--- src/rtl/cre_pkg.sv ---
package cre_pkg;
   localparam logic [7:0] OP_SETPTR    = 8'h01;
   localparam logic [7:0] OP_WRITE     = 8'h02;
   localparam logic [7:0] OP_READ      = 8'h03;
   localparam logic [7:0] REPLY_MARK   = 8'h80;
   localparam logic [7:0] UNKNOWN_FILL = 8'hFF;

   typedef enum logic [1:0] {
      K_SETPTR,
      K_WRITE,
      K_READ,
      K_BAD
   } op_kind_t;

   typedef struct packed {
      logic [7:0] echo;
      logic [7:0] data;
      logic [7:0] sum;
   } reply_t;
endpackage

--- src/rtl/cre_regfile.sv ---
module cre_regfile #(
   parameter int         DEPTH     = 16,
   parameter logic [7:0] RESET_VAL = 8'h00,
   localparam int        AW        = (DEPTH > 1) ? $clog2(DEPTH) : 1
) (
   input  logic          clk,
   input  logic          rst_n,
   input  logic          wr_en,
   input  logic [AW-1:0] addr,
   input  logic [7:0]    wr_data,
   output logic [7:0]    rd_data
);
   logic [7:0] regs [DEPTH];

   always_ff @(posedge clk or negedge rst_n) begin
      if (!rst_n) begin
         for (int i = 0; i < DEPTH; i++) regs[i] <= RESET_VAL;
      end else if (wr_en) begin
         regs[addr] <= wr_data;
      end
   end

   assign rd_data = regs[addr];
endmodule

--- src/rtl/cre_exec.sv ---
module cre_exec
   import cre_pkg::*;
#(
   parameter int  DEPTH = 16,
   localparam int AW    = (DEPTH > 1) ? $clog2(DEPTH) : 1,
   localparam bit POW2  = (DEPTH == (1 << AW))
) (
   input  logic          clk,
   input  logic          rst_n,
   input  logic          accept,
   input  logic [7:0]    code,
   input  logic [7:0]    data,
   input  logic [7:0]    rd_value,
   output logic          wr_en,
   output logic [AW-1:0] ptr,
   output reply_t        reply
);
   op_kind_t      kind;
   logic [AW-1:0] ptr_inc;
   logic [AW-1:0] ptr_load;
   logic [AW-1:0] ptr_next;
   logic [7:0]    rep_data;
   logic [7:0]    echo;

   always_comb begin
      unique case (code)
         OP_SETPTR: kind = K_SETPTR;
         OP_WRITE:  kind = K_WRITE;
         OP_READ:   kind = K_READ;
         default:   kind = K_BAD;
      endcase
   end

   generate
      if (POW2) begin : g_pow2
         assign ptr_inc  = ptr + 1'b1;
         assign ptr_load = data[AW-1:0];
      end else begin : g_mod
         assign ptr_inc  = (ptr == AW'(DEPTH - 1)) ? '0 : ptr + 1'b1;
         assign ptr_load = AW'(32'(data) % DEPTH);
      end
   endgenerate

   always_comb begin
      ptr_next = ptr;
      rep_data = UNKNOWN_FILL;
      unique case (kind)
         K_SETPTR: begin ptr_next = ptr_load; rep_data = 8'(ptr_load); end
         K_WRITE:  begin ptr_next = ptr_inc;  rep_data = data;         end
         K_READ:   begin ptr_next = ptr_inc;  rep_data = rd_value;     end
         default:  begin ptr_next = ptr;      rep_data = UNKNOWN_FILL; end
      endcase
   end

   assign echo       = code | REPLY_MARK;
   assign reply.echo = echo;
   assign reply.data = rep_data;
   assign reply.sum  = echo + rep_data;
   assign wr_en      = accept && (kind == K_WRITE);

   always_ff @(posedge clk or negedge rst_n) begin
      if (!rst_n)      ptr <= '0;
      else if (accept) ptr <= ptr_next;
   end

   assert_wrap_R8: assert property (@(posedge clk) disable iff (!rst_n)
      accept && (code == OP_WRITE || code == OP_READ) && ptr == AW'(DEPTH - 1) |=> ptr == '0);
   assert_bad_keeps_ptr_R9: assert property (@(posedge clk) disable iff (!rst_n)
      accept && code != OP_SETPTR && code != OP_WRITE && code != OP_READ |=> $stable(ptr));
   assert_read_no_write_R7: assert property (@(posedge clk) disable iff (!rst_n)
      accept && code == OP_READ |-> !wr_en);
endmodule

--- src/rtl/cre_reply_ser.sv ---
module cre_reply_ser
   import cre_pkg::*;
(
   input  logic       clk,
   input  logic       rst_n,
   input  logic       load,
   input  reply_t     frame_in,
   output logic       idle,
   output logic       tx_valid,
   input  logic       tx_ready,
   output logic [7:0] tx_byte
);
   localparam int LAST = 2;

   reply_t     frame_q;
   logic [1:0] idx;
   logic       busy;

   always_ff @(posedge clk or negedge rst_n) begin
      if (!rst_n) begin
         frame_q <= '0;
         idx     <= '0;
         busy    <= 1'b0;
      end else if (load) begin
         frame_q <= frame_in;
         idx     <= '0;
         busy    <= 1'b1;
      end else if (busy && tx_ready) begin
         if (idx == 2'(LAST)) busy <= 1'b0;
         else                 idx  <= idx + 1'b1;
      end
   end

   always_comb begin
      unique case (idx)
         2'd0:    tx_byte = frame_q.echo;
         2'd1:    tx_byte = frame_q.data;
         default: tx_byte = frame_q.sum;
      endcase
   end

   assign tx_valid = busy;
   assign idle     = !busy;

   assert_hold_R11: assert property (@(posedge clk) disable iff (!rst_n)
      tx_valid && !tx_ready |=> tx_valid && $stable(tx_byte));
   assert_marker_R3: assert property (@(posedge clk) disable iff (!rst_n)
      tx_valid && idx == 2'd0 |-> tx_byte[7]);
   assert_sum_R4: assert property (@(posedge clk) disable iff (!rst_n)
      tx_valid && idx == 2'd2 |-> tx_byte == 8'(frame_q.echo + frame_q.data));
   assert_three_bytes_R2: assert property (@(posedge clk) disable iff (!rst_n)
      tx_valid && tx_ready && idx == 2'd2 |=> !tx_valid);
   assert_no_load_busy_R10: assert property (@(posedge clk) disable iff (!rst_n)
      load |-> !busy);
endmodule

--- src/rtl/cmd_reg_engine.sv ---
module cmd_reg_engine
   import cre_pkg::*;
#(
   parameter int         DEPTH     = 16,
   parameter logic [7:0] RESET_VAL = 8'h00,
   localparam int        AW        = (DEPTH > 1) ? $clog2(DEPTH) : 1
) (
   input  logic       clk,
   input  logic       rst_n,
   input  logic       cmd_valid,
   output logic       cmd_ready,
   input  logic [7:0] cmd_code,
   input  logic [7:0] cmd_data,
   output logic       tx_valid,
   input  logic       tx_ready,
   output logic [7:0] tx_byte
);
   generate
      if (DEPTH < 2 || DEPTH > 256) begin : g_bad_depth
         $error("cmd_reg_engine: DEPTH must lie in 2..256");
      end
   endgenerate

   logic          accept;
   logic          wr_en;
   logic [AW-1:0] ptr;
   logic [7:0]    rd_value;
   reply_t        reply;

   assign accept = cmd_valid && cmd_ready;

   cre_regfile #(.DEPTH(DEPTH), .RESET_VAL(RESET_VAL)) u_regs (
      .clk     (clk),
      .rst_n   (rst_n),
      .wr_en   (wr_en),
      .addr    (ptr),
      .wr_data (cmd_data),
      .rd_data (rd_value)
   );

   cre_exec #(.DEPTH(DEPTH)) u_exec (
      .clk      (clk),
      .rst_n    (rst_n),
      .accept   (accept),
      .code     (cmd_code),
      .data     (cmd_data),
      .rd_value (rd_value),
      .wr_en    (wr_en),
      .ptr      (ptr),
      .reply    (reply)
   );

   cre_reply_ser u_ser (
      .clk      (clk),
      .rst_n    (rst_n),
      .load     (accept),
      .frame_in (reply),
      .idle     (cmd_ready),
      .tx_valid (tx_valid),
      .tx_ready (tx_ready),
      .tx_byte  (tx_byte)
   );

   assert_busy_blocks_R10: assert property (@(posedge clk) disable iff (!rst_n)
      tx_valid |-> !cmd_ready);
   assert_accept_starts_reply_R2: assert property (@(posedge clk) disable iff (!rst_n)
      accept |=> tx_valid);
endmodule

--- config.mk ---
export PLATFORM = sky130hd
export DESIGN_NAME = cmd_reg_engine
export DESIGN_NICKNAME = d
export VERILOG_FILES = /design/src/rtl/cre_pkg.sv /design/src/rtl/cre_regfile.sv /design/src/rtl/cre_exec.sv /design/src/rtl/cre_reply_ser.sv /design/src/rtl/cmd_reg_engine.sv
export SDC_FILE = /design/constraint.sdc
export NUM_CORES = 1
export LEC_CHECK = 0
export BUFFER_PORTS_ARGS = -buffer_cell sky130_fd_sc_hd__buf_2
export CAP_MARGIN = 20
export CORE_ASPECT_RATIO = 0.7
export CORE_UTILIZATION = 50
export DETAILED_ROUTE_END_ITERATION = 6
export MAX_ROUTING_LAYER = met4
export PLACE_DENSITY = 0.67
export SYNTH_ARGS = -nofsm -noshare
export SYNTH_HDL_FRONTEND = slang
export SYNTH_SLANG_ARGS = --single-unit
--- constraint.sdc ---
create_clock -name clk -period 4.3 [get_ports clk]
set_input_delay 0.86 -clock clk [delete_from_list [all_inputs] [get_ports clk]]
set_output_delay 0.86 -clock clk [all_outputs]
set_load 0.005 [all_outputs]
==> impl_metrics.env <==
export IMPL_synth_top_area_share=0.508
export IMPL_htree_levels=4
export IMPL_crit_required_ns=4.65
export IMPL_relSlewSlack=0.460
export IMPL_syn_area_sq_um=7830
export IMPL_skew_ns=0.00802
export IMPL_worst_pin_slew_ns=0.810
export IMPL_grt_max_degree=85
export IMPL_placed_cells=793
export IMPL_synth_top_area_cell="dfrtp_1"
export IMPL_drt_iter0_markers=372
export IMPL_viasPerCell=5.93
export IMPL_dpl_hpwl_um=12100
export IMPL_synth_edf_count=0
export IMPL_synthTopCellsByArea="dfrtp_1 (51%), mux2_2 (19%), mux4_2 (7.8%), nand2_1 (2.8%), ha_1 (2.7%)"
export IMPL_wire_per_inst_um=21.7
export IMPL_drtAntennaViolNets=0
export IMPL_postSynthAreaPerCell_sq_um=13.3
export IMPL_synth_flop_cell="dfrtp_1"
export IMPL_synthCells=587
export IMPL_pin_count=30
export IMPL_intPower_w=0.00269
export IMPL_grt_total_usage=0.246
export IMPL_combPwrFrac=0.159
export IMPL_ys_warn_count=0
export IMPL_finalNonFillerCells=825
export IMPL_gp_congestion=0.907
export IMPL_ys_seq_area_frac=0.508
export IMPL_first_pass_iters=5
export IMPL_clockRootBuffer="clkbuf_16"
export IMPL_fp_row_count=37
export IMPL_rsz0062_at_grt="no"
export IMPL_cts_inserted_buffers=17
export IMPL_antenna_found_initial=0
export IMPL_core_area_sq_um=15000
export IMPL_path_clk_slew_ns=0.06
export IMPL_tritoncts="built"
export IMPL_path_max_fanout=20
export IMPL_critPathCaptureType="flip-flop"
export IMPL_dieHeight_um=107
export IMPL_timing_final_crit_share=0.918
export IMPL_grt_pass1_vias=5084
export IMPL_irDropWorstVdd_mv=0.247
export IMPL_grt_pass1_wl_um=28200
export IMPL_path_class="reg -> reg"
export IMPL_cts_setup_buffers=0
export IMPL_synth_async_reset_ratio=1.00
export IMPL_seqPwrFrac=0.450
export IMPL_tns_ns=0
export IMPL_p_sw_frac=0.288
export IMPL_cap_violations=0
export IMPL_drt_total_wl_um=17900
export IMPL_status="completed"
export IMPL_hold_path_class="reg -> reg"
export IMPL_vias=4893
export IMPL_drc=0
export IMPL_clock_path_buffers=2
export IMPL_period_needed_ns=3.95
export IMPL_synthDistinctLibCells=48
export IMPL_setup_violations_final=0
export IMPL_cts_repair_resized=0
export IMPL_cp_arrival_ns=4.30
export IMPL_fmax_mhz=253
export IMPL_start_util=0.522
export IMPL_maxSlewViolCount=0
export IMPL_cellLeakagePower_nw=4.15
export IMPL_clkLatencyLatePin_ns=0.42
export IMPL_ys_ff_latch=159
export IMPL_grt_overflow_total=0
export IMPL_dieArea_sq_um=16200
export IMPL_antenna_cells=0
export IMPL_postCtsHoldBufs=0
export IMPL_power_density_nw_per_um2=431
export IMPL_fp_dieW_um=152
export IMPL_netSwitchingPower_w=0.00109
export IMPL_hold_viol=0
export IMPL_startpoint_type="flip-flop"
export IMPL_final_nets=655
export IMPL_io_buffer_count=29
export IMPL_clkSinkCount=159
export IMPL_area_delta_synth_final_pct=11.9
export IMPL_drive_above_1_share=0.400
export IMPL_pwr_share_clk=0.391
export IMPL_syn_num_nets=625
## Yosys cell counts, drive strengths merged (2+ instances only)
master,n
o221ai,3
a21oi,15
xnor2,3
nor2,25
nor3b,2
o22ai,4
nand2,59
buf,13
a31oi,2
nand4,8
a21boi,3
mux2i,15
inv,14
nand2b,3
mux4,32
ha,17
or3,2
o21ai,18
dfrtp,159
clkbuf,19
mux2,131
o211ai,2
o21bai,2
nand3,8
a22oi,10
and3b,2
a21o,2
a211oi,2
## worst paths after layout
path                                       start               end  slack (ns)  depth (start not counted)
worst min-delay path            u_ser.frame_q[1]  u_ser.frame_q[1]        0.48                          2
min in group asynchronous                  rst_n   u_regs.regs[61]        0.49                          1
worst min register to register  u_ser.frame_q[1]  u_ser.frame_q[1]        0.48                          2
worst max register to register     u_exec.ptr[0]  u_ser.frame_q[6]        0.35                         12
max in group asynchronous                  rst_n   u_regs.regs[99]        3.00                          2
worst max-delay path               u_exec.ptr[0]  u_ser.frame_q[6]        0.35                         12
## stage by stage
stage	total power, W	worst slack (ns)	utilization	area, sq um	hold slack, ns
2_1_floorplan	0.00207	0.321	-	7830	0.440
3_3_place_gp	0.00230	0.200	0.546	8180	0.460
3_5_place_dp	0.00232	0.0796	0.546	8180	0.460
4_1_cts	0.00380	0.361	0.584	8760	0.481
5_1_grt	0.00395	0.125	0.584	8760	0.500
6_report	0.00378	0.352	0.584	8760	0.481
## cell families (layout without fill, tap and decap cells)
logic type,count (synthesis),in the layout,synth area share
buffers and inverters,46,89,0.0273
muxes,178,178,0.303
AOI/OAI and AO/OA,67,67,0.0569
xor gates and xnor gates,4,4,0.00448
DFF,159,159,0.508
adders and majority gates,18,18,0.0297
and+or+nand+nor,115,115,0.0705
## registers in the layout, indices dropped and copies added (netlist names)
signal and cells:
u_ser.idx 2, u_exec.ptr 4, u_regs.regs 128, u_ser.tx_valid 1, u_ser.frame_q 24
## worst max-delay path, stage by stage (launching register included)
cell and delay (ns):
dfrtp_2 0.80, mux4_2 0.60, mux2i_1 0.39, o22ai_1 0.14, a21oi_1 0.19, nand2_1 0.08
ha_1 0.23, fa_1 0.42, a21o_1 0.18, a21oi_1 0.23, o21bai_1 0.11, a2111o_1 0.41
nand3_1 0.08
## placed cells by master (no fill, tap or decap), types with 10 or more instances in the layout
master       n
buf_4       13
mux4_2      27
a21oi_1     15
inv_1       14
o21ai_0     17
mux2i_1     15
a22oi_1     10
nor2_2      12
ha_1        17
nor2_1      13
nand2_1     59
clkbuf_16   17
mux2_2     129
buf_2       28
dfrtp_1    158
## area by class of cell
type | instances | area (sq um)
Clock buffer | 19 | 453
Clock inverter | 13 | 126
Fill cell | 1190 | 6240
Inverter | 14 | 52.6
Multi-Input combinational cell | 382 | 3640
Sequential cell | 159 | 3980
Tap cell | 195 | 244
Timing Repair Buffer | 43 | 269
## power groups by stage
stage / Clock, W / Sequential (W) / Combinational [W]
after CTS: 0.00150 / 0.00170 / 0.000601
after global routing: 0.00157 / 0.00171 / 0.000675
after floorplan: 0 / 0.00168 / 0.000391
after global placement: 0 / 0.00172 / 0.000584
after detailed placement: 0 / 0.00172 / 0.000600
final: 0.00148 / 0.00170 / 0.000600
## routing by layer
metal | track usage | routed length [um] | part of all wire
met1 | 0.359 | 8840 | 0.49
met2 | 0.344 | 7810 | 0.44
met3 | 0.0523 | 1020 | 0.057
met4 | 0.0757 | 250 | 0.014
met5 | - | 0 | 0
No activity file was read; power rests on OpenSTA's default activity.
